===== src/rtl/pser_fifo_pkg.sv =====
package pser_fifo_pkg;

  // occupancy strictly above half of the depth
  function automatic logic above_half(input int unsigned occ, input int unsigned depth);
    return (occ > (depth / 2));
  endfunction

  // occupancy in the bottom eighth (below depth/8) or top eighth (above 7*depth/8)
  function automatic logic in_edge_band(input int unsigned occ, input int unsigned depth);
    return (occ < (depth / 8)) || (occ > (depth - depth / 8));
  endfunction

endpackage


===== src/rtl/pser_fifo_store.sv =====
module pser_fifo_store #(
  parameter int WIDTH = 16,
  parameter int DEPTH = 256,
  localparam int AW = $clog2(DEPTH)
) (
  input  logic             clk,
  input  logic             we,
  input  logic [AW-1:0]    waddr,
  input  logic [WIDTH-1:0] wdata,
  input  logic [AW-1:0]    raddr,
  output logic [WIDTH-1:0] rdata
);
  logic [WIDTH-1:0] cells [DEPTH];

  always_ff @(posedge clk) begin
    if (we) cells[waddr] <= wdata;
  end

  assign rdata = cells[raddr];
endmodule


===== src/rtl/pser_fifo_ctrl.sv =====
module pser_fifo_ctrl #(
  parameter int DEPTH = 256,
  localparam int AW = $clog2(DEPTH),
  localparam int CW = $clog2(DEPTH + 1)
) (
  input  logic          clk,
  input  logic          rst_n,
  input  logic          wr_en,
  input  logic          rd_take,
  output logic          wr_accept,
  output logic          rd_accept,
  output logic [AW-1:0] wr_ptr,
  output logic [AW-1:0] rd_ptr,
  output logic [CW-1:0] occ,
  output logic          word_ready
);
  localparam logic [CW-1:0] OCC_FULL = CW'(DEPTH);
  localparam logic [AW-1:0] PTR_LAST = AW'(DEPTH - 1);

  logic is_full, is_empty;
  assign is_full  = (occ == OCC_FULL);
  assign is_empty = (occ == '0);

  assign wr_accept  = wr_en && !is_full;
  assign rd_accept  = rd_take && !is_empty;
  assign word_ready = !is_empty;

  function automatic logic [AW-1:0] step(input logic [AW-1:0] p);
    return (p == PTR_LAST) ? '0 : p + 1'b1;
  endfunction

  always_ff @(posedge clk or negedge rst_n) begin
    if (!rst_n) begin
      wr_ptr <= '0;
      rd_ptr <= '0;
      occ    <= '0;
    end else begin
      if (wr_accept) wr_ptr <= step(wr_ptr);
      if (rd_accept) rd_ptr <= step(rd_ptr);
      case ({wr_accept, rd_accept})
        2'b10:   occ <= occ + 1'b1;
        2'b01:   occ <= occ - 1'b1;
        default: occ <= occ;
      endcase
    end
  end


  no_overflow_chk: assert property (@(posedge clk) disable iff (!rst_n)
    (occ == OCC_FULL && wr_en) |=> $stable(wr_ptr));


  no_underflow_chk: assert property (@(posedge clk) disable iff (!rst_n)
    (occ == '0 && rd_take) |=> $stable(rd_ptr));


  both_hold_chk: assert property (@(posedge clk) disable iff (!rst_n)
    (wr_accept && rd_accept) |=> $stable(occ));


  occ_bound_chk: assert property (@(posedge clk) disable iff (!rst_n)
    occ <= OCC_FULL);
endmodule


===== src/rtl/pser_fifo_flags.sv =====
module pser_fifo_flags
  import pser_fifo_pkg::*;
#(
  parameter int DEPTH = 256,
  localparam int CW = $clog2(DEPTH + 1)
) (
  input  logic          clk,
  input  logic          rst_n,
  input  logic [CW-1:0] occ,
  output logic          empty_n,
  output logic          full_n,
  output logic          half_n,
  output logic          edge_n
);
  int unsigned occ_u;
  assign occ_u = 32'(occ);

  assign empty_n = (occ_u != 0);
  assign full_n  = (occ_u != DEPTH);
  assign half_n  = !above_half(occ_u, DEPTH);
  assign edge_n  = !in_edge_band(occ_u, DEPTH);


  full_low_chk: assert property (@(posedge clk) disable iff (!rst_n)
    !full_n |-> (!half_n && !edge_n && empty_n));


  empty_low_chk: assert property (@(posedge clk) disable iff (!rst_n)
    !empty_n |-> (full_n && half_n && !edge_n));
endmodule


===== src/rtl/pser_word_fifo.sv =====
module pser_word_fifo #(
  parameter int WIDTH = 16,
  parameter int DEPTH = 256
) (
  input  logic             clk,
  input  logic             rst_n,
  input  logic             wr_en,
  input  logic [WIDTH-1:0] wr_data,
  input  logic             rd_take,
  output logic [WIDTH-1:0] rd_data,
  output logic             rd_valid,
  output logic             empty_n,
  output logic             full_n,
  output logic             half_n,
  output logic             edge_n
);
  localparam int AW = $clog2(DEPTH);
  localparam int CW = $clog2(DEPTH + 1);

  logic          wr_accept, rd_accept;
  logic [AW-1:0] wr_ptr, rd_ptr;
  logic [CW-1:0] occ;

  pser_fifo_ctrl #(.DEPTH(DEPTH)) u_ctrl (
    .clk(clk), .rst_n(rst_n), .wr_en(wr_en), .rd_take(rd_take),
    .wr_accept(wr_accept), .rd_accept(rd_accept),
    .wr_ptr(wr_ptr), .rd_ptr(rd_ptr), .occ(occ), .word_ready(rd_valid)
  );

  pser_fifo_store #(.WIDTH(WIDTH), .DEPTH(DEPTH)) u_store (
    .clk(clk), .we(wr_accept), .waddr(wr_ptr), .wdata(wr_data),
    .raddr(rd_ptr), .rdata(rd_data)
  );

  pser_fifo_flags #(.DEPTH(DEPTH)) u_flags (
    .clk(clk), .rst_n(rst_n), .occ(occ),
    .empty_n(empty_n), .full_n(full_n), .half_n(half_n), .edge_n(edge_n)
  );


  valid_match_chk: assert property (@(posedge clk) disable iff (!rst_n)
    rd_valid == empty_n);
endmodule


===== config.mk =====
export PLATFORM = sky130hd
export DESIGN_NAME = pser_word_fifo
export DESIGN_NICKNAME = d
export VERILOG_FILES = /design/src/rtl/pser_fifo_pkg.sv /design/src/rtl/pser_fifo_store.sv /design/src/rtl/pser_fifo_ctrl.sv /design/src/rtl/pser_fifo_flags.sv /design/src/rtl/pser_word_fifo.sv
export SDC_FILE = /design/constraint.sdc
export NUM_CORES = 2
export LEC_CHECK = 0
export BUFFER_PORTS_ARGS = -buffer_cell sky130_fd_sc_hd__buf_2
export CAP_MARGIN = 20
export CORE_MARGIN = 2
export CORE_UTILIZATION = 51
export DETAILED_ROUTE_END_ITERATION = 16
export GPL_ROUTABILITY_DRIVEN = 0
export GPL_TIMING_DRIVEN = 0
export PLACE_DENSITY = 0.74
export RECOVER_POWER = 50
export REMOVE_ABC_BUFFERS = 1
export SLEW_MARGIN = 20
export SYNTH_ARGS = -nofsm -noshare
export SYNTH_HDL_FRONTEND = slang
export SYNTH_SLANG_ARGS = --single-unit
export TNS_END_PERCENT = 20

===== constraint.sdc =====
create_clock -name clk -period 5.96 [get_ports clk]
set_input_delay 1.192 -clock clk [delete_from_list [all_inputs] [get_ports clk]]
set_output_delay 1.192 -clock clk [all_outputs]
set_load 0.05 [all_outputs]

[Word-level counts from Yosys, hierarchy flattened]
Memories as Yosys holds them, arrays and structs flattened.
Index checks and enable logic that the tools add are counted.
Word-level totals
  register bits: 25
  RAM bits: 4096
  input bits: 20
  output and inout bits: 21
  word-level logic and storage cells: 32
  memories: 1
Cells by class
  add/sub/neg operators: 4
  $lt $le $gt $ge: 3
  equal/unequal tests: 6
  mux-type cells: 5
  reductions and logical operators: 10
Memories
  u_store.cells: depth 256, width 16, rd ports 1, clocked after memory_dff 0, wr ports 1, line pser_fifo_store.sv:13  | logic [WIDTH-1:0] cells [DEPTH];
Operators with widths (number)
  $reduce_bool 32->1: 1
  $gt 9x8->1 const B: 2
  $pmux 9 s2: 1
  $add 8x1->8 const B: 2
  $eq 8x8->1 const B: 2
  $mux 8: 2
  $add 9x1->9 const B: 1
  $eq 9x9->1 const B: 1
  $logic_not 9->1: 1
  $lt 9x6->1 const B: 1
  $ne 9x9->1 const B: 1
  $sub 9x1->9 const B: 1
  $logic_not 1->1: 4
  $eq 2x1->1 const B: 1
  $eq 2x2->1 const B: 1
  $logic_and 1x1->1: 2
  $mux 1: 2
  $reduce_bool 2->1: 1
  $logic_or 1x1->1: 1

[Depth between registers and ports, before layout]
  depth in word-level cells: 5
  mapped depth: 16
  depth with buffers taken out: 16

[Cells and area by module]
Synthesis repeated with hierarchy kept, for this count alone.
Second synthesis, totals
  cell total of the unflattened synthesis: 7514
  area, all modules: 159972.2 µm²
By module, submodules not included
  pser_fifo_store: times used 1, cells an instance 7344, area each 158394.4 µm², seq. area each 122998.0 µm²
  pser_fifo_ctrl: times used 1, cells an instance 159, area each 1501.4 µm², seq. area each 625.6 µm²
  pser_fifo_flags: times used 1, cells an instance 11, area each 76.3 µm², seq. area each 0.0 µm²

[Worst setup path after synthesis]
Ideal clock, no wire load.
  kind: flip-flop to output port
  start: register u_ctrl.rd_ptr[0]
  end: output rd_data[5]
  arrival time: 3.804 ns
  required time: 4.768 ns
  slack: 0.964 ns
  cell stages (with the launch flop): 14
  buffers on the path: 5
  cells stage by stage: dfrtp_1 > buf_6 > buf_12 > buf_8 > buf_6 > buf_6 > mux2i_1 > a221oi_1 > a21oi_1 > nor2_1 > nor3_1 > nor3_1 > a211oi_1 > o311ai_0
Between the ends
  word-level cells in the longest chain between the ends: 1
Ends and longest elaborated chain
  from (decl): line pser_fifo_ctrl.sv:13  | output logic [AW-1:0] rd_ptr,
  from (signal assigned): line pser_fifo_ctrl.sv:39  | if (rd_accept) rd_ptr <= step(rd_ptr);
  $mem_v2 256x16
  to (decl): line pser_word_fifo.sv:10  | output logic [WIDTH-1:0] rd_data,
No other way between the ends.

[Worst setup path in the final report]
  start: register u_ctrl.rd_ptr[6]
  end: output rd_data[10]
Same word-level chain as after synthesis.

==> flow_metrics.tcl <==
set metrics [dict create \
    violations "max-capacitance violations, max-slew violations, negative setup slack" \
    holdCritPathClass "flop to flop" \
    num_rows 204 \
    startpoint_type "flop" \
    multiInputGateArea_sq_um 35300 \
    start_util 0.513 \
    wl_um 469000 \
    portBuffers 40 \
    finClkSkew_ps 83.7 \
    gr-usage-all-layers 0.290 \
    syn_area_sq_um 159000 \
    htree_levels 5 \
    ioPinCount 41 \
    cts_tree "built" \
    synthArstFlopShare 0.00607 \
    antenna_found_initial 24 \
    seq_area_frac_synth 0.778 \
    max-slew-margin-rel -3.13 \
    fin_ws_ps -551 \
    max_slew.worst_pin.slew_ps 6200 \
    max_cap_viol_count 35 \
    synth-warning-count 0 \
    seq_area_sq_um 124000 \
    numClockSinks 4121 \
    clk_latency_ps 960 \
    synth-edff-count 4096 \
    area_delta_synth_final_pct 16.8 \
    clk_pin_slew_ps 60 \
    powerDensity_nw_per_um2 455 \
    synth_top_area_share 0.774 \
    finalHoldViolCount 0 \
    rsz0062_at_grt "true" \
    finalCritPeriodShare 1.09 \
    setup_viol 132 \
    clockBufferDepth 4 \
    period_minus_slack_ps 6510 \
    postCtsHoldBufs 0 \
    cts-root-buf "clkbuf_16" \
    postSynthCellCount 7118 \
    post-route-util 0.600 \
    max_clock_freq_mhz 154 \
    die_h_um 562 \
    slew_violations 3039 \
    synth_cell_types 67 \
    drtPass1Iterations 7 \
    p_leak_nw 58.2 \
    hold_slack_ps 531 \
    drt-vias-per-instance 6.92 \
    drc_errors 0 \
    grt_max_degree 141 \
    drive_above_1_share 0.322 \
    critPathCaptureType "output pin" \
    final_nets 7701 \
    numCtsBuffers 397 \
    synth-seq-cells 4121 \
    cp_num_buf_inv 3 \
    slowest_stage "o311ai_2" \
    grt_pass1_vias 82400 \
    slowest_delay_ps 800 \
    core_area_sq_um 310000 \
    grt-ovfl-total 0 \
    synthTopCellsByArea "edfxtp_1 (77%), mux4_2 (14%), mux2i_1 (2.0%), nor2_1 (0.75%), a21oi_1 (0.46%)" \
    grt_pass1_wl_um 640000 \
    syn_area_per_cell_sq_um 22.3 \
    fill_cells 19800 \
    crit_family "compound AO/OA/AOI/OAI gates" \
    drtIter0Drc 14500 \
    status "complete, but fails checks" \
    dieWidth_um 562 \
    crit_type "flop to output pin" \
    synth-main-ff-cell "edfxtp_1" \
    ir_worst_vdd_v 0.000397 \
    ant_nets 0 \
    crit_arrival_ps 5320 \
    dieArea_sq_um 316000 \
    wl_per_cell_um 38.7 \
    cp.required_ps 4770 \
    worstPathCellList "buf_16 > clkinv_2 > nor2_4 > o221ai_1 > o311ai_2 > a22oi_2 > a32o_2 > buf_8" \
    yosysTopAreaCell "edfxtp_1" \
    dr_total_vias 83900 \
    cp_max_fo 35 \
    place_hpwl_um 255000 \
]
-- cells in the mapped netlist, types with 9 or more instances --
| library cell | n |
|---|---|
| a221oi_1 | 79 |
| buf_1 | 31 |
| nand2_1 | 168 |
| buf_4 | 47 |
| buf_8 | 11 |
| nor3_1 | 24 |
| inv_1 | 13 |
| nand3_1 | 37 |
| edfxtp_1 | 4096 |
| o221ai_1 | 46 |
| a211oi_1 | 20 |
| mux4_2 | 1010 |
| a22oi_1 | 51 |
| a2111oi_0 | 9 |
| a31oi_1 | 24 |
| a22o_1 | 12 |
| dfrtp_1 | 25 |
| o21ai_0 | 108 |
| buf_2 | 103 |
| ha_1 | 13 |
| clkbuf_1 | 164 |
| buf_6 | 54 |
| nor2_1 | 316 |
| nor2b_1 | 18 |
| xnor2_1 | 10 |
| a21oi_1 | 147 |
| o22ai_1 | 38 |
| mux2i_1 | 321 |
-- what timing repair did --
action	CTS	global route
pin swaps	30	22
gates cloned	36	16
setup endpoints to repair	16	16
resized for setup	213	59
setup buffers	78	66
-- stage by stage --
step                      worst slack [ps]  TNS [ps]  area (sq um)  power [mW]  std cells
after floorplan                     -49350  -1040070        157000        44.9       6707
after global placement             -101170  -1941070        162000        49.3      10900
after detailed placement             -1770    -13050        170000        55.0      11200
after CTS                             -215     -1730        185000        82.3      12000
after global routing                  -330    -93960        186000        85.5      12100
final                                 -551    -12080        186000        84.5      12100
-- placed cells by master, fill, tap and decap left out, types with 13 or more instances in the layout --
cell type / count
edfxtp_1: 4096
mux4_2: 1010
clkbuf_16: 415
mux2i_1: 310
nor2_2: 167
a21oi_1: 138
nand2_1: 137
buf_4: 130
nor2_4: 104
clkbuf_1: 95
buf_8: 93
buf_6: 91
buf_16: 87
clkinv_2: 80
clkinv_1: 70
o21ai_0: 69
a221oi_1: 60
buf_12: 56
nor2_1: 45
a22oi_1: 45
bufinv_16: 41
o221ai_1: 40
bufbuf_16: 35
o22ai_1: 34
nand3_1: 25
diode_2: 21
o21ai_1: 21
nor3_1: 19
nand2_4: 19
clkbuf_2: 18
dfrtp_1: 17
a31oi_1: 16
a211oi_1: 16
nor2b_1: 15
o21ai_2: 15
a221oi_2: 14
ha_1: 13
-- kinds of logic after synthesis --
| group | share of synthesized area |
|---|---|
| buffers and inverters | 0.0155 |
| and+or+nand+nor | 0.0158 |
| xor gates and xnor gates | 0.000771 |
| DFF | 0.778 |
| muxes | 0.164 |
| AOI/OAI and AO/OA | 0.0254 |
| adders and majority gates | 0.00115 |
-- final timing paths --
path	end	slack, ps	depth (start not counted)	from
min in group asynchronous	u_ctrl.rd_ptr[3]	710	1	rst_n
hold reg to reg	u_ctrl.occ[4]	530	2	u_ctrl.occ[4]
hold / removal	u_ctrl.occ[4]	530	2	u_ctrl.occ[4]
setup reg to reg	u_ctrl.occ[8]	850	16	u_ctrl.occ[0]
setup / recovery	rd_data[10]	-550	8	u_ctrl.rd_ptr[6]
max in group asynchronous	u_ctrl.rd_ptr[0]	3950	1	rst_n
-- flip-flops by register name (all words and copies together), names as in the netlist --
| name | cells |
|---|---|
| u_ctrl.occ | 9 |
| u_ctrl.rd_ptr | 8 |
| u_ctrl.wr_ptr | 8 |
| u_store.cells | 4096 |
-- power by group --
part	internal, mW	switching [mW]	leakage [nW]
Combinational	10.3	16.7	14.9
Sequential	32.2	0.244	37.1
Clock	14.1	11.0	6.20
-- tightest hold or removal path, stage by stage (launching register included) --
cell	delay, ps
dfrtp_1	370
nand2_1	60
o31ai_1	60
-- final cells by class --
| cell class | count | area share |
|---|---|---|
| Antenna cell | 21 | 0.000283 |
| Clock buffer | 481 | 0.0556 |
| Clock inverter | 227 | 0.0126 |
| Inverter | 17 | 0.000714 |
| Multi-Input combinational cell | 2570 | 0.190 |
| Sequential cell | 4121 | 0.666 |
| Tap cell | 4120 | 0.0278 |
| Timing Repair Buffer | 560 | 0.0470 |
-- routing by layer --
layer / vias up / part of all wire / track usage
met5: - / 0.00094 / 0.00798
met4: 20 / 0.075 / 0.181
met3: 1673 / 0.14 / 0.0958
met2: 7595 / 0.46 / 0.438
met1: 43200 / 0.32 / 0.363
li1: 31400 / - / -
No activity file was read; power rests on OpenSTA's default activity.
